### config.mk
export PLATFORM = sky130hd
export DESIGN_NAME = hyst_debounce
export DESIGN_NICKNAME = d
export VERILOG_FILES = /design/src/rtl/debounce_pkg.sv /design/src/rtl/dbn_sync.sv /design/src/rtl/dbn_integrator.sv /design/src/rtl/dbn_edge.sv /design/src/rtl/hyst_debounce.sv
export SDC_FILE = /design/constraint.sdc
export NUM_CORES = 1
export LEC_CHECK = 0
export ABC_AREA = 1
export BUFFER_PORTS_ARGS = -buffer_cell sky130_fd_sc_hd__buf_2
export CORE_AREA = 2 2 39 41
export CTS_CLUSTER_SIZE = 10
export DETAILED_ROUTE_END_ITERATION = 16
export DIE_AREA = 0 0 41 43
export RECOVER_POWER = 25
export SYNTH_ARGS = -nofsm -noshare
export SYNTH_HDL_FRONTEND = slang
export SYNTH_SLANG_ARGS = --single-unit
### constraint.sdc
create_clock -name clk_i -period 2.9 [get_ports clk_i]
set_clock_uncertainty 0.2 [all_clocks]
set_input_delay 0 -clock clk_i [delete_from_list [all_inputs] [get_ports clk_i]]
set_output_delay 0 -clock clk_i [all_outputs]
set_load 0.02 [all_outputs]
### src/rtl/debounce_pkg.sv
package debounce_pkg;

  typedef enum logic [1:0] {
    STEP_HOLD = 2'd0,
    STEP_UP   = 2'd1,
    STEP_DOWN = 2'd2
  } step_e;

  function automatic int count_width(input int max_count);
    return $clog2(max_count + 1);
  endfunction

endpackage

### src/rtl/dbn_sync.sv
module dbn_sync #(
  parameter int STAGES = 2
) (
  input  logic clk_i,
  input  logic rst_i,
  input  logic d_i,
  output logic q_o
);
  logic [STAGES-1:0] chain_q;

  generate
    if (STAGES == 1) begin : g_single
      always_ff @(posedge clk_i) begin
        if (rst_i) chain_q <= '0;
        else       chain_q <= d_i;
      end
    end else begin : g_multi
      always_ff @(posedge clk_i) begin
        if (rst_i) chain_q <= '0;
        else       chain_q <= {chain_q[STAGES-2:0], d_i};
      end
    end
  endgenerate

  assign q_o = chain_q[STAGES-1];
endmodule

### src/rtl/dbn_integrator.sv
module dbn_integrator
  import debounce_pkg::*;
#(
  parameter int MAX_COUNT = 8,
  parameter int CNT_W     = 4
) (
  input  logic             clk_i,
  input  logic             rst_i,
  input  logic             tick_i,
  input  logic             samp_i,
  output logic [CNT_W-1:0] cnt_o,
  output logic             level_o,
  output logic             level_nxt_o
);
  localparam logic [CNT_W-1:0] CNT_TOP = CNT_W'(MAX_COUNT);

  step_e            step;
  logic [CNT_W-1:0] cnt_q, cnt_nxt;
  logic             level_q, level_nxt;

  always_comb begin
    step = STEP_HOLD;
    if (tick_i) begin
      if (samp_i && (cnt_q != CNT_TOP))    step = STEP_UP;
      else if (!samp_i && (cnt_q != '0))   step = STEP_DOWN;
    end
  end

  always_comb begin
    unique case (step)
      STEP_UP:   cnt_nxt = cnt_q + 1'b1;
      STEP_DOWN: cnt_nxt = cnt_q - 1'b1;
      default:   cnt_nxt = cnt_q;
    endcase
  end

  always_comb begin
    if (cnt_nxt == CNT_TOP)  level_nxt = 1'b1;
    else if (cnt_nxt == '0)  level_nxt = 1'b0;
    else                     level_nxt = level_q;
  end

  always_ff @(posedge clk_i) begin
    if (rst_i) begin
      cnt_q   <= '0;
      level_q <= 1'b0;
    end else begin
      cnt_q   <= cnt_nxt;
      level_q <= level_nxt;
    end
  end

  assign cnt_o       = cnt_q;
  assign level_o     = level_q;
  assign level_nxt_o = level_nxt;
endmodule

### src/rtl/dbn_edge.sv
module dbn_edge (
  input  logic clk_i,
  input  logic rst_i,
  input  logic level_i,
  input  logic level_nxt_i,
  output logic press_o,
  output logic release_o
);
  logic press_q, release_q;

  always_ff @(posedge clk_i) begin
    if (rst_i) begin
      press_q   <= 1'b0;
      release_q <= 1'b0;
    end else begin
      press_q   <= level_nxt_i & ~level_i;
      release_q <= ~level_nxt_i & level_i;
    end
  end

  assign press_o   = press_q;
  assign release_o = release_q;
endmodule

### src/rtl/hyst_debounce.sv
module hyst_debounce
  import debounce_pkg::*;
#(
  parameter int MAX_COUNT   = 8,
  parameter int SYNC_STAGES = 2
) (
  input  logic clk_i,
  input  logic rst_i,
  input  logic tick_i,
  input  logic raw_i,
  output logic level_o,
  output logic press_o,
  output logic release_o
);
  localparam int CNT_W = count_width(MAX_COUNT);

  logic             samp_w;
  logic [CNT_W-1:0] cnt_w;
  logic             level_w, level_nxt_w;

  dbn_sync #(.STAGES(SYNC_STAGES)) u_sync (
    .clk_i (clk_i),
    .rst_i (rst_i),
    .d_i   (raw_i),
    .q_o   (samp_w)
  );

  dbn_integrator #(.MAX_COUNT(MAX_COUNT), .CNT_W(CNT_W)) u_integ (
    .clk_i       (clk_i),
    .rst_i       (rst_i),
    .tick_i      (tick_i),
    .samp_i      (samp_w),
    .cnt_o       (cnt_w),
    .level_o     (level_w),
    .level_nxt_o (level_nxt_w)
  );

  dbn_edge u_edge (
    .clk_i       (clk_i),
    .rst_i       (rst_i),
    .level_i     (level_w),
    .level_nxt_i (level_nxt_w),
    .press_o     (press_o),
    .release_o   (release_o)
  );

  assign level_o = level_w;
endmodule

# Yosys cells after proc, flatten, opt, wreduce, memory -nomap -nowiden
# Index checks and enable logic that the tools add are counted.
# Widths: inputs -> output; s select.
# word_totals
ff_bits	9
in_bits	4
output_inout_bits	3
wordCells	26
# op_classes
n_addsub	2
eq_ne	4
muxes	6
bitwise_logic	4
reduce_logical	5
# op_table
cell	count
$pmux 4 s2	1
$mux 2	3
$add 4x1->4 const B	1
$eq 4x4->1 const B	1
$logic_not 4->1	1
$ne 4x4->1 const B	1
$reduce_bool 4->1	1
$sub 4x1->4 const B	1
$and 1x1->1	2
$eq 2x1->1 const B	1
$eq 2x2->1 const B	1
$logic_and 1x1->1	2
$mux 1	2
$not 1->1	2
$logic_not 1->1	1

# Depth between registers and ports, before layout
# logic_depth
depth_word	12
depth_mapped	15
ltp_nobuf	15

# By module
# Synthesis repeated with hierarchy kept, for this count alone.
# unflattened
hier_cells	65
area_unflattened_um2	471.7
# by_module_without_submodules
mod	n_inst	cells_each	area_each_um2
dbn_integrator	1	51	354.1
dbn_edge	1	8	62.6
dbn_sync	1	6	55.1

# Worst setup path after synthesis
# No wires, ideal clock.
# synth_timing
kind	register to register
start	register u_integ.cnt_q[1] (netlist: u_integ.cnt_o[1])
end	register u_integ.level_q (netlist: u_integ.level_o)
setup_time_ns	0.109
arrival_time_ns	1.784
setup_slack_ns	0.807
path_stages_with_launch	13
path_buffers	0
path_cell_list	dfxtp_1 nor4_1 nor3b_1 ha_1 inv_1 fa_1 o21ai_1 inv_1 nand2_1 nor2_1 nand2_1 nand2_1 inv_1
# synth_between
elab_chain_len	10
# synth_lines
element	line	rtl
start: declaration	dbn_integrator.sv:18	logic [CNT_W-1:0] cnt_q, cnt_nxt;
start signal: assignment	dbn_integrator.sv:48	cnt_q <= cnt_nxt;
$reduce_bool 4->1	dbn_integrator.sv:25	else if (!samp_i && (cnt_q != '0)) step = STEP_DOWN;
$logic_and 1x1->1	dbn_integrator.sv:25	
$mux 2	dbn_integrator.sv:25	
$mux 2	dbn_integrator.sv:24	if (samp_i && (cnt_q != CNT_TOP)) step = STEP_UP;
$mux 2	dbn_integrator.sv:23	if (tick_i) begin
$eq 2x2->1 or $eq 2x1->1 (tied branches)	dbn_integrator.sv:30	unique case (step)
$pmux 4 s2 (*)	dbn_integrator.sv:30	
$logic_not 4->1	dbn_integrator.sv:39	else if (cnt_nxt == '0) level_nxt = 1'b0;
$mux 1	dbn_integrator.sv:39	
$mux 1 (*)	dbn_integrator.sv:38	if (cnt_nxt == CNT_TOP) level_nxt = 1'b1;
end signal: assignment	dbn_integrator.sv:49	level_q <= level_nxt;
end: declaration	dbn_integrator.sv:19	logic level_q, level_nxt;
# Every way passes the cells marked *; elsewhere a longest branch is shown, timed or not.
# A chain may end at the register's enable or synchronous reset.

# Final worst setup path
# layout_timing
start	register u_integ.cnt_q[0] (netlist: u_integ.cnt_o[0])
end	register u_integ.level_q (netlist: u_integ.level_o)
# Same word-level chain as after synthesis.

==> flow_summary.ini <==
[worst_setup_path]
start_kind = flop
worstPathMaxFanout = 4
crit_chain = nor4_1 -> nor3b_1 -> ha_1 -> inv_1 -> fa_1 -> o21ai_1 -> inv_1 -> nand2_1 -> nor2_1 -> nand2_1 -> nand2_1 -> inv_1
path_class = reg -> reg
r2r_start = u_integ.cnt_o[0]$_SDFF_PP0_
startpoint = u_integ.cnt_o[0]$_SDFF_PP0_
cp_num_buf_inv = 3
path_delay_family = adder cells
slowest_stage = fa_1
critPathRequiredTime_ns = 2.86
arrival_ns = 2.25
worstSetupEndpointType = flop
max_stage_delay_ns = 0.50

[pwr]
p_sw_share_pct = 46.6
p_clk_share_pct = 13.7
power.density_mw_per_mm2 = 1160
p_int_mw = 0.371
p_switching_mw = 0.324
p_comb_share_pct = 58.4
p_leak_nw = 0.316
finalPower_mw = 0.694
ir_drop_uv = 440
pwr-share-seq_pct = 27.9

[floorplan]
row_count = 14
pin_count = 7
die_h_um = 43
die_w_um = 41
start_util_pct = 36.1
coreArea_mm2 = 0.00138
dieArea_mm2 = 0.00176

[min_path]
min-delay-start = tick_i
min_path_type = in -> reg

[layout]
drive_above_1_share_pct = 7.95
n_antenna_cell = 0
layout.nets = 97
num-fill-cells = 151
fin_area_um2 = 598
area_growth_pct = 19.8
final_core_util_pct = 43.2

[detailed_routing]
vias = 477
detail_route.first_pass.iterations = 3
wl_per_cell_um = 8.09
ant_nets = 0
initialDrtViolationCount = 4
drt-total-wl_um = 841
drc = 0
viasPerCell = 4.59

[sta]
hold_viol = 0
period_share_pct = 78.9
setup_viol = 0
grt_setup_unrepaired = false
period_minus_slack_ns = 2.29
slew_headroom_pct = 76.3
fmax_mhz = 437
drv_slew = 0
tightestPinTransition_ns = 0.355
tns_ns = 0

[global_routing]
grt_first_pass_wirelength_mm = 1.45
antenna_found_initial = 0
grt-ovfl-total = 0
grt_max_degree = 10
track_usage_pct = 12.8
grt_pass1_vias = 373

[clocking]
cts-buffers-inserted = 3
cts_tree = built
post-cts-setup-buffers = 0
h-tree-depth = 1
cts_buffer_depth = 2
cts_num_sinks = 9
cts-root-buf = clkbuf_4
ctsResizeCount = 0
clk_pin_slew_ns = 0.06
clk-insertion-delay-late_ns = 0.26

[yosys]
postSynthCellCount = 76
synth_top_area_share_pct = 36.1
synth_area_leader_cell = dfxtp_1
synth_area_um2 = 499
avgSynthCellArea_um2 = 6.57
yosysWarningCount = 0
synth_nets = 84
synthTopCellsByArea = dfxtp_1, nand2_1, inv_1, ha_1, nor2_1
synth.distinct_cells = 15
yosysSeqAreaShare_pct = 36.1
ys_ff_latch = 9

[place]
gp_congestion = 0.777
dp_hpwl_um = 698
place_area_um2 = 546
port_buffers = 6

[job]
cap_violations = 0

[run_status]
status = finished, final reports clean
==> layout make-up <==
| cell class | instances | area, µm² | area share [%] |
|---|---|---|---|
| Multi-Input combinational cell | 52 | 263 | 43.9 |
| Sequential cell | 9 | 180 | 30.1 |
| Timing Repair Buffer | 9 | 56.3 | 9.41 |
| Inverter | 14 | 52.6 | 8.79 |
| Clock buffer | 4 | 26.3 | 4.39 |
| Tap cell | 16 | 20.0 | 3.35 |
==> worst paths after layout <==
path | depth (start not counted) | slack, ns | to
setup / recovery | 12 | 0.61 | u_integ.level_o$_SDFF_PP0_
hold / removal | 6 | 0.20 | u_integ.cnt_o[2]$_SDFF_PP0_
setup reg to reg | 12 | 0.61 | u_integ.level_o$_SDFF_PP0_
hold reg to reg | 2 | 0.20 | u_sync.chain_q[1]$_SDFF_PP0_
==> cells in the mapped netlist <==
library cell,n
nand2_1,25
inv_1,14
nor2_1,10
dfxtp_1,9
nand3_1,4
ha_1,3
a21oi_1,2
nand4_1,2
clkbuf_1,1
fa_1,1
nor3b_1,1
nor4_1,1
o21ai_1,1
or2_1,1
or2_2,1
==> cells in the final DEF, fill, tap and decap left out <==
cell | synthesis | layout
or2_1 | 1 | 1
clkbuf_4 | 0 | 3
or2_2 | 1 | 1
nor2_1 | 10 | 10
ha_1 | 3 | 3
o21ai_1 | 1 | 1
nand4_1 | 2 | 2
nor4_1 | 1 | 1
a21oi_1 | 2 | 2
inv_1 | 14 | 14
dfxtp_1 | 9 | 9
buf_2 | 0 | 3
fa_1 | 1 | 1
dlygate4sd3_1 | 0 | 3
nor3b_1 | 1 | 1
nand3_1 | 4 | 4
nand2_1 | 25 | 25
clkbuf_1 | 1 | 4
==> kinds of logic (layout without fill, tap and decap cells) <==
| logic type | after synthesis | after routing | share of synthesized area, % |
|---|---|---|---|
| AND/OR/NAND/NOR | 45 | 45 | 38.1 |
| buffers and inverters | 15 | 27 | 11.3 |
| flip-flops | 9 | 9 | 36.1 |
| adder cells (fa/ha/maj) | 4 | 4 | 11.5 |
| AO/OA/AOI/OAI | 3 | 3 | 3.01 |
==> per-layer routing <==
| metal | up-vias | wire (µm) | track usage, % | part of all wire (%) |
|---|---|---|---|---|
| li1 | 258 | - | - | - |
| met1 | 205 | 390 | 15.1 | 46 |
| met2 | 9 | 392 | 18.8 | 47 |
| met3 | 5 | 22 | 1.57 | 2.6 |
| met4 | 0 | 35 | 12.0 | 4.2 |
| met5 | - | 0 | 0 | 0 |
==> tightest hold or removal path, cell delays in order <==
cell,delay [ns]
buf_2,0.10
nand3_1,0.08
ha_1,0.25
nand2_1,0.08
nand2_1,0.08
nor2_1,0.04
==> through the flow <==
step	setup slack, ns	hold WS (ns)	std cells
3_5_place_dp	0.601	0.00915	97
5_1_grt	0.417	0.249	104
2_1_floorplan	0.807	-0.0930	76
4_1_cts	0.590	0.200	104
3_3_place_gp	0.621	0.000474	97
6_report	0.611	0.202	104
==> power by group through the flow <==
stage	Combinational (mW)	Clock, mW	Sequential [mW]
floorplan	0.320	0	0.205
global placement	0.410	0	0.196
detailed placement	0.411	0	0.196
CTS	0.415	0.0998	0.194
global route	0.479	0.104	0.199
finish	0.406	0.0953	0.194
==> what timing repair did <==
action	CTS	global route
setup endpoints to repair	0	0
endpoints found under the hold margin	9	0
hold buffers	3	0
==> sequential cells by signal (all words and copies together) (netlist names) <==
signal,count
u_integ.level_o,1
u_integ.cnt_o,4
u_edge.press_o,1
u_sync.chain_q,2
u_edge.release_o,1
(Power assumes the default switching activity.)
